$ cat src/rtl/lcd_scan_pkg.sv
package lcd_scan_pkg;
  typedef enum logic [1:0] {
    LVL_GND  = 2'd0,
    LVL_LOW  = 2'd1,
    LVL_HIGH = 2'd2,
    LVL_FULL = 2'd3
  } lvl_t;

  localparam logic [1:0] DUTY_TWO   = 2'b01;
  localparam logic [1:0] DUTY_THREE = 2'b10;
endpackage

$ cat src/rtl/lcd_disp_mem.sv
module lcd_disp_mem #(
  parameter int NUM_SEG = 32,
  parameter int NUM_COM = 4,
  localparam int ADDR_W = $clog2(NUM_SEG),
  localparam int IDX_W  = $clog2(NUM_COM)
) (
  input  logic               clk,
  input  logic               wr_en,
  input  logic [ADDR_W-1:0]  wr_addr,
  input  logic [NUM_COM-1:0] wr_data,
  input  logic [IDX_W-1:0]   rd_com,
  output logic [NUM_SEG-1:0] seg_bits
);
  logic [NUM_COM-1:0] words [NUM_SEG];

  always_ff @(posedge clk) begin
    if (wr_en) words[wr_addr] <= wr_data;
  end

  for (genvar k = 0; k < NUM_SEG; k++) begin : g_col
    assign seg_bits[k] = words[k][rd_com];
  end
endmodule

$ cat src/rtl/lcd_com_seq.sv
module lcd_com_seq #(
  parameter int NUM_COM = 4,
  localparam int IDX_W = $clog2(NUM_COM)
) (
  input  logic             clk,
  input  logic             rst,
  input  logic             en,
  input  logic             tick,
  input  logic [1:0]       duty_sel,
  output logic [IDX_W-1:0] idx,
  output logic [IDX_W-1:0] last,
  output logic             inv
);
  import lcd_scan_pkg::*;

  always_comb begin
    case (duty_sel)
      DUTY_TWO:   last = IDX_W'(1);
      DUTY_THREE: last = IDX_W'(2);
      default:    last = IDX_W'(NUM_COM - 1);
    endcase
  end

  always_ff @(posedge clk) begin
    if (rst || !en) begin
      idx <= '0;
      inv <= 1'b0;
    end else if (tick) begin
      if (idx >= last) begin
        idx <= '0;
        inv <= ~inv;
      end else begin
        idx <= idx + IDX_W'(1);
      end
    end
  end

  assert_wrap_flip_R5: assert property (@(posedge clk) disable iff (rst)
    (en && tick && idx >= last) |=> (idx == '0 && inv != $past(inv)));

  assert_step_R4: assert property (@(posedge clk) disable iff (rst)
    (en && tick && idx < last) |=> (idx == $past(idx) + IDX_W'(1) && $stable(inv)));

  assert_hold_off_R9: assert property (@(posedge clk) disable iff (rst)
    !en |=> (idx == '0 && !inv));
endmodule

$ cat src/rtl/lcd_level_enc.sv
module lcd_level_enc #(
  parameter int NUM_SEG = 32,
  parameter int NUM_COM = 4,
  localparam int IDX_W = $clog2(NUM_COM)
) (
  input  logic                   clk,
  input  logic                   rst,
  input  logic                   en,
  input  logic                   bias_third,
  input  logic [IDX_W-1:0]       idx,
  input  logic [IDX_W-1:0]       last,
  input  logic                   inv,
  input  logic [NUM_SEG-1:0]     seg_bits,
  output logic [2*NUM_COM-1:0]   com_lvl,
  output logic [2*NUM_SEG-1:0]   seg_lvl
);
  import lcd_scan_pkg::*;

  lvl_t mid_lo, mid_hi;
  assign mid_lo = LVL_LOW;
  assign mid_hi = bias_third ? LVL_HIGH : LVL_LOW;

  for (genvar c = 0; c < NUM_COM; c++) begin : g_com
    lvl_t nxt;
    always_comb begin
      if (!en || IDX_W'(c) > last) nxt = LVL_GND;
      else if (IDX_W'(c) == idx)   nxt = inv ? LVL_GND : LVL_FULL;
      else                         nxt = inv ? mid_hi : mid_lo;
    end
    always_ff @(posedge clk) begin
      if (rst) com_lvl[2*c +: 2] <= LVL_GND;
      else     com_lvl[2*c +: 2] <= nxt;
    end
  end

  for (genvar k = 0; k < NUM_SEG; k++) begin : g_seg
    lvl_t nxt;
    always_comb begin
      if (!en)              nxt = LVL_GND;
      else if (seg_bits[k]) nxt = inv ? LVL_FULL : LVL_GND;
      else                  nxt = inv ? mid_lo : mid_hi;
    end
    always_ff @(posedge clk) begin
      if (rst) seg_lvl[2*k +: 2] <= LVL_GND;
      else     seg_lvl[2*k +: 2] <= nxt;
    end
  end

  assert_dark_when_off_R9: assert property (@(posedge clk) disable iff (rst)
    !en |=> (com_lvl == '0 && seg_lvl == '0));

  assert_selected_extreme_R6: assert property (@(posedge clk) disable iff (rst)
    (en && idx <= last && !inv) |=> (com_lvl[2*$past(idx) +: 2] == 2'd3));
endmodule

$ cat src/rtl/lcd_scan_top.sv
module lcd_scan_top #(
  parameter int NUM_SEG = 32,
  parameter int NUM_COM = 4,
  localparam int ADDR_W = $clog2(NUM_SEG),
  localparam int IDX_W  = $clog2(NUM_COM)
) (
  input  logic                 clk,
  input  logic                 rst,
  input  logic                 lcd_en,
  input  logic [1:0]           duty_sel,
  input  logic                 bias_third,
  input  logic                 tick,
  input  logic                 wr_en,
  input  logic [ADDR_W-1:0]    wr_addr,
  input  logic [NUM_COM-1:0]   wr_data,
  output logic [2*NUM_COM-1:0] com_lvl,
  output logic [2*NUM_SEG-1:0] seg_lvl
);
  logic [IDX_W-1:0]   idx, last;
  logic               inv;
  logic [NUM_SEG-1:0] seg_bits;

  lcd_com_seq #(.NUM_COM(NUM_COM)) seq_i (
    .clk(clk), .rst(rst), .en(lcd_en), .tick(tick), .duty_sel(duty_sel),
    .idx(idx), .last(last), .inv(inv)
  );

  lcd_disp_mem #(.NUM_SEG(NUM_SEG), .NUM_COM(NUM_COM)) mem_i (
    .clk(clk), .wr_en(wr_en), .wr_addr(wr_addr), .wr_data(wr_data),
    .rd_com(idx), .seg_bits(seg_bits)
  );

  lcd_level_enc #(.NUM_SEG(NUM_SEG), .NUM_COM(NUM_COM)) enc_i (
    .clk(clk), .rst(rst), .en(lcd_en), .bias_third(bias_third),
    .idx(idx), .last(last), .inv(inv), .seg_bits(seg_bits),
    .com_lvl(com_lvl), .seg_lvl(seg_lvl)
  );
endmodule

$ cat config.mk
export PLATFORM = sky130hd
export DESIGN_NAME = lcd_scan_top
export DESIGN_NICKNAME = d
export VERILOG_FILES = /design/src/rtl/lcd_scan_pkg.sv /design/src/rtl/lcd_disp_mem.sv /design/src/rtl/lcd_com_seq.sv /design/src/rtl/lcd_level_enc.sv /design/src/rtl/lcd_scan_top.sv
export SDC_FILE = /design/constraint.sdc
export NUM_CORES = 1
export LEC_CHECK = 0
export BUFFER_PORTS_ARGS = -buffer_cell sky130_fd_sc_hd__buf_2
export CAP_MARGIN = 30
export CORE_UTILIZATION = 45
export DETAILED_ROUTE_END_ITERATION = 12
export SYNTH_ARGS = -nofsm -noshare
export SYNTH_HDL_FRONTEND = slang
export SYNTH_SLANG_ARGS = --single-unit
export TNS_END_PERCENT = 30
$ cat constraint.sdc
create_clock -name clk -period 2.8 [get_ports clk]
set_clock_uncertainty 0.1 [all_clocks]
set_input_delay 0.14 -clock clk [delete_from_list [all_inputs] [get_ports clk]]
set_output_delay 0.14 -clock clk [all_outputs]
set_load 0.01 [all_outputs]
Word level (Yosys, flattened, before mapping)

Memories as Yosys holds them, arrays and structs flattened.
Index checks and enable logic that the tools add are counted.

Register bits: 75
Bits in latches: 0
RAM bits: 128
ROM bits: 0
Input bits: 17
Output and inout port bits: 72
Word-level logic and storage cells: 175
Memories: 1

Memory list:

| name        | words | width | rd ports | clocked after memory_dff | wr ports | RTL line           | text |
|---|---|---|---|---|---|---|---|
| mem_i.words | 32    | 4     | 32       | 0                        | 1        | lcd_disp_mem.sv:14 | `logic [NUM_COM-1:0] words [NUM_SEG];` |

$add $sub $neg: 1
$mul: 0
Divide/modulo/power cells: 0
$lt $le $gt $ge: 6
Equality and inequality tests: 5
Shift-type cells: 0
Multiplexer cells: 109
Bitwise gates (word level): 2
Reductions and logical operators: 13

Operators with widths:

| cell                | count |
|---|---|
| $mux 2              | 42 |
| $bmux 1 s2          | 32 |
| $mux 1              | 34 |
| $reduce_or 2->1     | 5 |
| $logic_or 1x1->1    | 5 |
| $eq 2x2->1 const A  | 2 |
| $gt 1x2->1 const A  | 2 |
| $gt 2x2->1 const A  | 2 |
| $pmux 2 s2          | 1 |
| $lt 2x3->1 const B  | 1 |
| $add 2x1->2 const B | 1 |
| $eq 1x2->1 const A  | 1 |
| $eq 2x1->1 const B  | 1 |
| $eq 2x2->1 const B  | 1 |
| $ge 2x2->1          | 1 |
| $logic_not 2->1     | 1 |
| $not 1->1           | 2 |
| $reduce_and 2->1    | 1 |
| $logic_not 1->1     | 1 |

Depth between registers and ports, before layout

Gate-level depths: netlist (run 1).

Word-level depth: 5
Gate-level depth with buffers: 8

Cells and area by module

A second synthesis (run 1) with hierarchy kept.

Cell total of the unflattened synthesis: 519
Area total of the unflattened synthesis: 7,573.5 um2

By module, submodules not included:

| module        | times used | cells each | area each (um2) |
|---|---|---|---|
| lcd_disp_mem  | 1          | 214        | 4,858.4 |
| lcd_level_enc | 1          | 284        | 2,522.4 |
| lcd_com_seq   | 1          | 21         | 192.7 |

Least setup slack after synthesis (run 1)

No wires, ideal clock.

Path type: register to register
Start point: reg seq_i.idx[0]
End point: reg seq_i.inv
Setup time: 0.072 ns
Arrival time: 1.490 ns
Slack: 1.138 ns
Stages on the path, launching flop included: 9
Buffers on the path: 2
Path through: dfxtp_1 buf_6 buf_12 inv_1 ha_1 nand2b_1 a21oi_1 nor2b_1 mux2i_1

Cells in the longest elaborated chain, start to end: 2

Ends and longest elaborated chain:

| item                              | RTL line          | text |
|---|---|---|
| start: declaration                | lcd_com_seq.sv:10 | `output logic [IDX_W-1:0] idx,` |
| start signal: assignment          | lcd_com_seq.sv:33 | `idx <= idx + IDX_W'(1);` |
| $ge 2x2->1                        | lcd_com_seq.sv:29 | `if (idx >= last) begin` |
| $reduce_and 2->1 (no source line) | --                |  |
| end signal: assignment            | lcd_com_seq.sv:31 | `inv <= ~inv;` |
| end: declaration                  | lcd_com_seq.sv:12 | `output logic inv` |

Every way passes these cells.
A chain may end at the register's enable or synchronous reset.

Worst setup path after layout (run 1)

Start point: reg seq_i.inv
End point: reg enc_i.seg_lvl[39]

Cells in the longest elaborated chain, start to end: 2
Elaborated cells on any way between the ends: 3

Ends and longest elaborated chain:

| item                             | RTL line                                 | text |
|---|---|---|
| $mux 2, on equally long branches | lcd_level_enc.sv:41, lcd_level_enc.sv:40 |  |
| $mux 2 (*)                       | lcd_level_enc.sv:40                      | `else if (seg_bits[k]) nxt = inv ? LVL_FULL : LVL_GND;` |
| end signal: indexed assignment   | lcd_level_enc.sv:45                      | `else seg_lvl[2*k +: 2] <= nxt;` |
| end: declaration                 | lcd_level_enc.sv:15                      | `output logic [2*NUM_SEG-1:0] seg_lvl` |

Every way passes the cells marked *; elsewhere a longest branch is shown, timed or not.

==> results of run 1 <==
[layer usage]
layer | track usage (%) | vias up | wire (µm)
met5 | 0 | - | 0
met4 | 5.47 | 0 | 286
met3 | 3.53 | 23 | 783
met2 | 28.5 | 116 | 6530
met1 | 26.7 | 2019 | 7220
li1 | - | 1922 | -
[repair_timing]
item | 4_1_cts | 5_1_grt
hold buffers | 5 | 0
setup endpoints to repair | 0 | 0
gates resized for setup | 0 | 0
endpoints found under the hold margin | 10 | 0
[cells by family after synthesis]
group	after synthesis	synth area share (%)
buffers and inverters	35	2.87
XOR/XNOR	1	0.119
multiplexers	35	10.3
flip-flops	203	72.4
adder cells (fa/ha/maj)	8	1.36
AO/OA/AOI/OAI	70	6.24
AND/OR/NAND/NOR	104	6.65
[metrics by stage]
step	hold WS [ns]	instances	worst slack [ns]
2_1_floorplan	0.139	456	1.14
3_3_place_gp	0.366	740	0.881
3_5_place_dp	0.357	740	0.820
4_1_cts	0.0152	785	0.909
5_1_grt	0.0421	785	0.795
6_report	0.0206	785	0.932
[report_power, final]
part	internal (µW)	switching, µW	leakage [µW]	total (µW)
registers	3230	12.7	0.00176	3250
logic	105	190	0.00101	295
clock network	1620	1100	0.000339	2720
[critical path: cells and delay by family (launching register included)]
kind | cells | cell delay [ns]
compound gates | 1 | 0.20
buf+inv | 3 | 0.72
flops | 1 | 0.31
simple gates | 1 | 0.44
[registers in the layout, indices dropped and copies added, names as in the netlist]
register and count:
enc_i.com_lvl 8, enc_i.seg_lvl 64, mem_i.words 128, seq_i.idx 2, seq_i.inv 1
[cell type report]
cell class / count / share of cell area, %
Sequential cell: 203 / 61.4
Multi-Input combinational cell: 218 / 20.9
Clock buffer: 31 / 7.05
Timing Repair Buffer: 102 / 6.41
Tap cell: 216 / 3.10
Clock inverter: 9 / 0.876
Inverter: 6 / 0.259
[placed cells by master, fill, tap and decap left out, types with 2 or more instances in the layout]
cell / instances
a21oi_1: 7
mux2i_1: 3
dfxtp_1: 74
edfxtp_1: 128
dlygate4sd3_1: 5
mux4_2: 29
clkinv_2: 3
clkbuf_16: 22
nand2b_1: 2
nand2_1: 4
and3_1: 2
o21ai_0: 5
ha_1: 8
clkinv_1: 5
a21oi_2: 28
or3b_2: 3
o21ai_1: 28
nand3_1: 35
clkbuf_8: 3
nor3_1: 4
mux4_1: 3
buf_2: 88
buf_4: 9
nor2_1: 46
inv_1: 5
clkbuf_1: 6
nand3b_1: 5
[final timing paths]
| kind | from | to | slack [ns] | cells after the start |
|---|---|---|---|---|
| hold / removal | lcd_en | enc_i.com_lvl[0] | 0.02 | 3 |
| setup / recovery | seq_i.inv | enc_i.seg_lvl[39] | 0.93 | 5 |
| hold reg to reg | mem_i.words[28][3] | enc_i.seg_lvl[57] | 0.58 | 2 |
| setup reg to reg | seq_i.inv | enc_i.seg_lvl[39] | 0.93 | 5 |
==> flow_summary.json, run 1 <==
{
  "avgSynthCellArea_um2": 16.2,
  "cts_sinks": 203,
  "maxCapViolCount": 0,
  "syn2layout_area_growth_pct": 18.1,
  "rsz0062_at_grt": "no",
  "grt_max_degree": 37,
  "finalSetupTns_ns": 0,
  "final_layout_size_suffix_gt1_share_pct": 33.2,
  "ant_nets": 0,
  "cp_common_cell": "buf_4",
  "cpPeakStageDelay_ns": 0.44,
  "syn_area_um2": 7380,
  "clk_path_buf_depth": 3,
  "required_ns": 3.12,
  "yosys_warnings": 0,
  "core_um2": 15900,
  "crit_chain": "clkinv_1, buf_4, nand3_1, buf_4, o21ai_0",
  "ys_seq_elements": 203,
  "drv_slew": 0,
  "slowest_stage": "nand3_1",
  "ios": 89,
  "worstSkewPairLatency_ns": 0.51,
  "synth_top_area_cell": "edfxtp_1",
  "yosys.cell_types.count": 29,
  "ir_worst_vdd_v": 0.000506,
  "tightest_slew_ns": 0.775,
  "drtIter0Drc": 312,
  "synth_area_leaders": "edfxtp_1 52%, dfxtp_1 20%, mux4_2 8.9%, a21oi_2 3.3%, nand3_1 2.4%",
  "die_width_um": 130,
  "critPathCaptureType": "register",
  "yosys.area.top_type_share_pct": 52.1,
  "die_area_um2": 16900,
  "timing.fmax_mhz": 535,
  "utilization_pct": 54.6,
  "syn_nets": 481,
  "rows": 46,
  "ys_seq_area_share_pct": 72.4,
  "yosysMostFrequentCell": "edfxtp_1",
  "seq_area_um2": 5350,
  "viasPerCell": 5.20,
  "cts.clk_slew.worst_paths_ns": 0.06,
  "grt_pass1_wl_um": 23100,
  "grtUsageTotal_pct": 18.4,
  "period_needed_ns": 1.87,
  "wl_per_cell_um": 18.9,
  "n_antenna_cell": 0,
  "cts_setup_buffers": 0,
  "setup_viol": 0,
  "die_h_um": 130,
  "cts_made_buffers": 22,
  "synthTopCellsByCount": "128 x edfxtp_1, 75 x dfxtp_1, 46 x nor2_1",
  "multiInputGateArea_um2": 1820,
  "nFillCells": 1321,
  "status": "finished, final reports clean",
  "port_buffers": 88,
  "h-tree-depth": 1,
  "place_congestion": 0.724,
  "period_share_pct": 66.7,
  "drc": 0,
  "hold_viol": 0,
  "grt-ovfl-total": 0,
  "vias": 4080,
  "powerDensity_nw_per_um2": 718,
  "p_leak_uw": 0.00311,
  "root_buffer": "clkbuf_16",
  "cts_tree": "done",
  "final_area_um2": 8710,
  "grt_antenna_before_repair": 0,
  "synthArstFlopShare_pct": 0,
  "critPathKind": "reg -> reg",
  "ys.flop_type": "edfxtp_1",
  "finalPower_uw": 6260,
  "max_slew_margin_pct": 48.3,
  "hold_class": "in -> reg",
  "grt_pass1_vias": 4120,
  "drtPass1Iterations": 4,
  "hpwl_um": 8970,
  "wl_um": 14800,
  "cp.arrival_ns": 2.19,
  "worst-path-max-fanout": 21,
  "start_util_pct": 46.3,
  "crit_path_start_kind": "register",
  "synth_edf_count": 128,
  "place_area_um2": 7970,
  "syn_inst": 456,
  "nets": 578
}
Power figures use the tool's default switching activity.
==> run 2: changes to the inputs <==
--- a/config.mk
+++ b/config.mk
@@ -9,6 +9,7 @@
 export CAP_MARGIN = 30
 export CORE_UTILIZATION = 45
 export DETAILED_ROUTE_END_ITERATION = 12
+export PLACE_DENSITY = 0.67
 export SYNTH_ARGS = -nofsm -noshare
 export SYNTH_HDL_FRONTEND = slang
 export SYNTH_SLANG_ARGS = --single-unit
==> constraint.sdc (replaced) <==
create_clock -name clk -period 1.6 [get_ports clk]
set_clock_uncertainty 0.1 [all_clocks]
set_input_delay 0.08 -clock clk [delete_from_list [all_inputs] [get_ports clk]]
set_output_delay 0.08 -clock clk [all_outputs]
set_load 0.01 [all_outputs]
==> run 2 against run 1 <==
Net effect:
- the flow now finishes with violations (negative setup slack)
- largest power group unchanged
- wire length increased by 3.4%
- via count up 4.1%
- highest routed layer unchanged
- critical endpoint is now enc_i.seg_lvl[53]
- utilization rose by 3.1 points
- clock-buffer cell count is 5 lower
- power grew 82%
==> flow_summary.json, run 2 (synthesized netlist as in run 1, its figures left out) <==
{
  "status": "complete, but fails checks",
  "violations": "negative setup slack",
  "period_share_pct": 100,
  "setup_viol": 1,
  "hold_ws_ns": 0.0789,
  "port_buffers": 88,
  "timing.fmax_mhz": 624,
  "grt-ovfl-total": 0,
  "layout_commonest_cell": "edfxtp_1",
  "root_buffer": "clkbuf_16",
  "tightest_slew_ns": 0.665,
  "nets": 607,
  "grtUsageTotal_pct": 18.8,
  "final_layout_size_suffix_gt1_share_pct": 42.3,
  "rrSetupSlack_ns": -0.002,
  "die_area_um2": 16900,
  "start_util_pct": 46.3,
  "r2r_start": "seq_i.idx[0]",
  "place_ws_ns": -0.0648,
  "drtPass1Iterations": 5,
  "ant_nets": 0,
  "syn2layout_area_growth_pct": 24.8,
  "cp.arrival_ns": 1.86,
  "required_ns": 1.86,
  "critPathKind": "reg -> reg",
  "wl_per_cell_um": 18.9,
  "min_from": "wr_data[2]",
  "core_um2": 15900,
  "comb_power_share_pct": 5.3,
  "drv_slew": 0,
  "switching_share_pct": 20.0,
  "ir_worst_vdd_v": 0.000624,
  "drtIter0Drc": 342,
  "hpwl_um": 9350,
  "powerDensity_nw_per_um2": 1240,
  "viasPerCell": 5.23,
  "r2r_cells": 5,
  "period_needed_ns": 1.60,
  "cts_made_buffers": 21,
  "die_h_um": 130,
  "min_to": "mem_i.words[0][2]",
  "internal_power_uw": 9130,
  "cts.clk_slew.worst_paths_ns": 0.06,
  "rsz0062_at_grt": "yes",
  "p_leak_uw": 0.00333,
  "regMostFlops": "mem_i.words",
  "grt_max_degree": 37,
  "layout_common_cells": "128 x edfxtp_1, 88 x buf_2, 74 x dfxtp_1",
  "max_slew_margin_pct": 55.7,
  "maxCapViolCount": 0,
  "crit_path_start_kind": "register",
  "place_congestion": 0.788,
  "hold_viol": 0,
  "hold_class": "in -> reg",
  "top_regs": "mem_i.words (128), enc_i.seg_lvl (64), enc_i.com_lvl (8)",
  "ios": 89,
  "switchingPower_uw": 2290,
  "clkPwrFrac_pct": 45.0,
  "utilization_pct": 57.7,
  "setup_ws_ns": -0.00191,
  "grt_antenna_before_repair": 0,
  "worst-path-max-fanout": 5,
  "cts_sinks": 203,
  "critPathCaptureType": "register",
  "drc": 0,
  "rows": 46,
  "h-tree-depth": 1,
  "n_antenna_cell": 0,
  "r2r-end": "enc_i.seg_lvl[53]",
  "wl_um": 15300,
  "grt_pass1_vias": 4334,
  "cts_tree": "done",
  "die_width_um": 130,
  "largest_reg_flops": 128,
  "clk_path_buf_depth": 3,
  "grt_pass1_wl_um": 23600,
  "pwr-share-seq_pct": 49.7,
  "worstSkewPairLatency_ns": 0.49,
  "vias": 4247,
  "hold_path_depth": 1
}
-- run 2: cell count changes in the layout (fill, tap and decap cells not counted), sizes merged --
cell,before,now
clkinvlp,0,1
buf,97,124
clkbuf,31,27
dlygate4sd3,5,7
bufinv,1,4
inv,5,6
clkinv,9,6
-- run 2: timing repair --
action	4_1_cts	5_1_grt
buffers inserted	2	2
hold endpoints to repair	12	0
pin swaps	1	13
resized for setup	2	31
setup endpoints to repair	8	29
hold buffers	7	0
gates cloned	0	1
-- run 2: metal layers --
| layer | GRT usage [%] | share of wire, % |
|---|---|---|
| met1 | 25.3 | 44 |
| met5 | 0 | 0 |
| met4 | 6.70 | 2.2 |
| met2 | 31.2 | 48 |
| met3 | 2.91 | 5.6 |
-- run 2: final cells by class --
type                            count  area [µm²]
Tap cell                          216         270
Clock inverter                     11         160
Clock buffer                       26         584
Fill cell                        1251        6740
Sequential cell                   203        5350
Timing Repair Buffer              132         871
Multi-Input combinational cell    218        1950
Inverter                            6        25.0
-- run 2: how the worst max path moves through the flow --
stage | from | to | slack, ns | cells after the start
5_1_grt | seq_i.idx[0] | enc_i.seg_lvl[11] | -0.04 | 5
3_3_place_gp | seq_i.idx[0] | enc_i.seg_lvl[1] | -0.01 | 4
3_5_place_dp | seq_i.idx[0] | enc_i.seg_lvl[39] | -0.06 | 4
2_1_floorplan | seq_i.idx[0] | seq_i.inv | 0.005 | 8
6_report | seq_i.idx[0] | enc_i.seg_lvl[53] | -0.002 | 5
4_1_cts | seq_i.idx[0] | enc_i.seg_lvl[59] | -0.01 | 5
-- run 2: critical path, stage by stage, from the launching register on --
cell	delay (ns)
dfxtp_4	0.38
buf_12	0.13
buf_4	0.11
mux4_2	0.56
nand3_2	0.09
o21ai_0	0.10
-- run 2: power by group through the flow --
stage                     registers (µW)  logic (µW)  clock network (µW)
after floorplan                     5820         282                   0
after global placement              5790         548                   0
after detailed placement            5790         558                   0
after CTS                           5680         582                5230
after global routing                5690         657                5430
final                               5680         605                5130
-- run 2: per-stage QoR --
| step | instance area (µm²) | setup TNS (ns) | power, µW | instances |
|---|---|---|---|---|
| 2_1_floorplan | 7380 | 0 | 6100 | 456 |
| 3_3_place_gp | 8220 | -0.0324 | 6340 | 764 |
| 3_5_place_dp | 8220 | -0.373 | 6350 | 764 |
| 4_1_cts | 9050 | -0.0419 | 11500 | 810 |
| 5_1_grt | 9210 | -0.435 | 11800 | 812 |
| 6_report | 9210 | -0.00191 | 11400 | 812 |
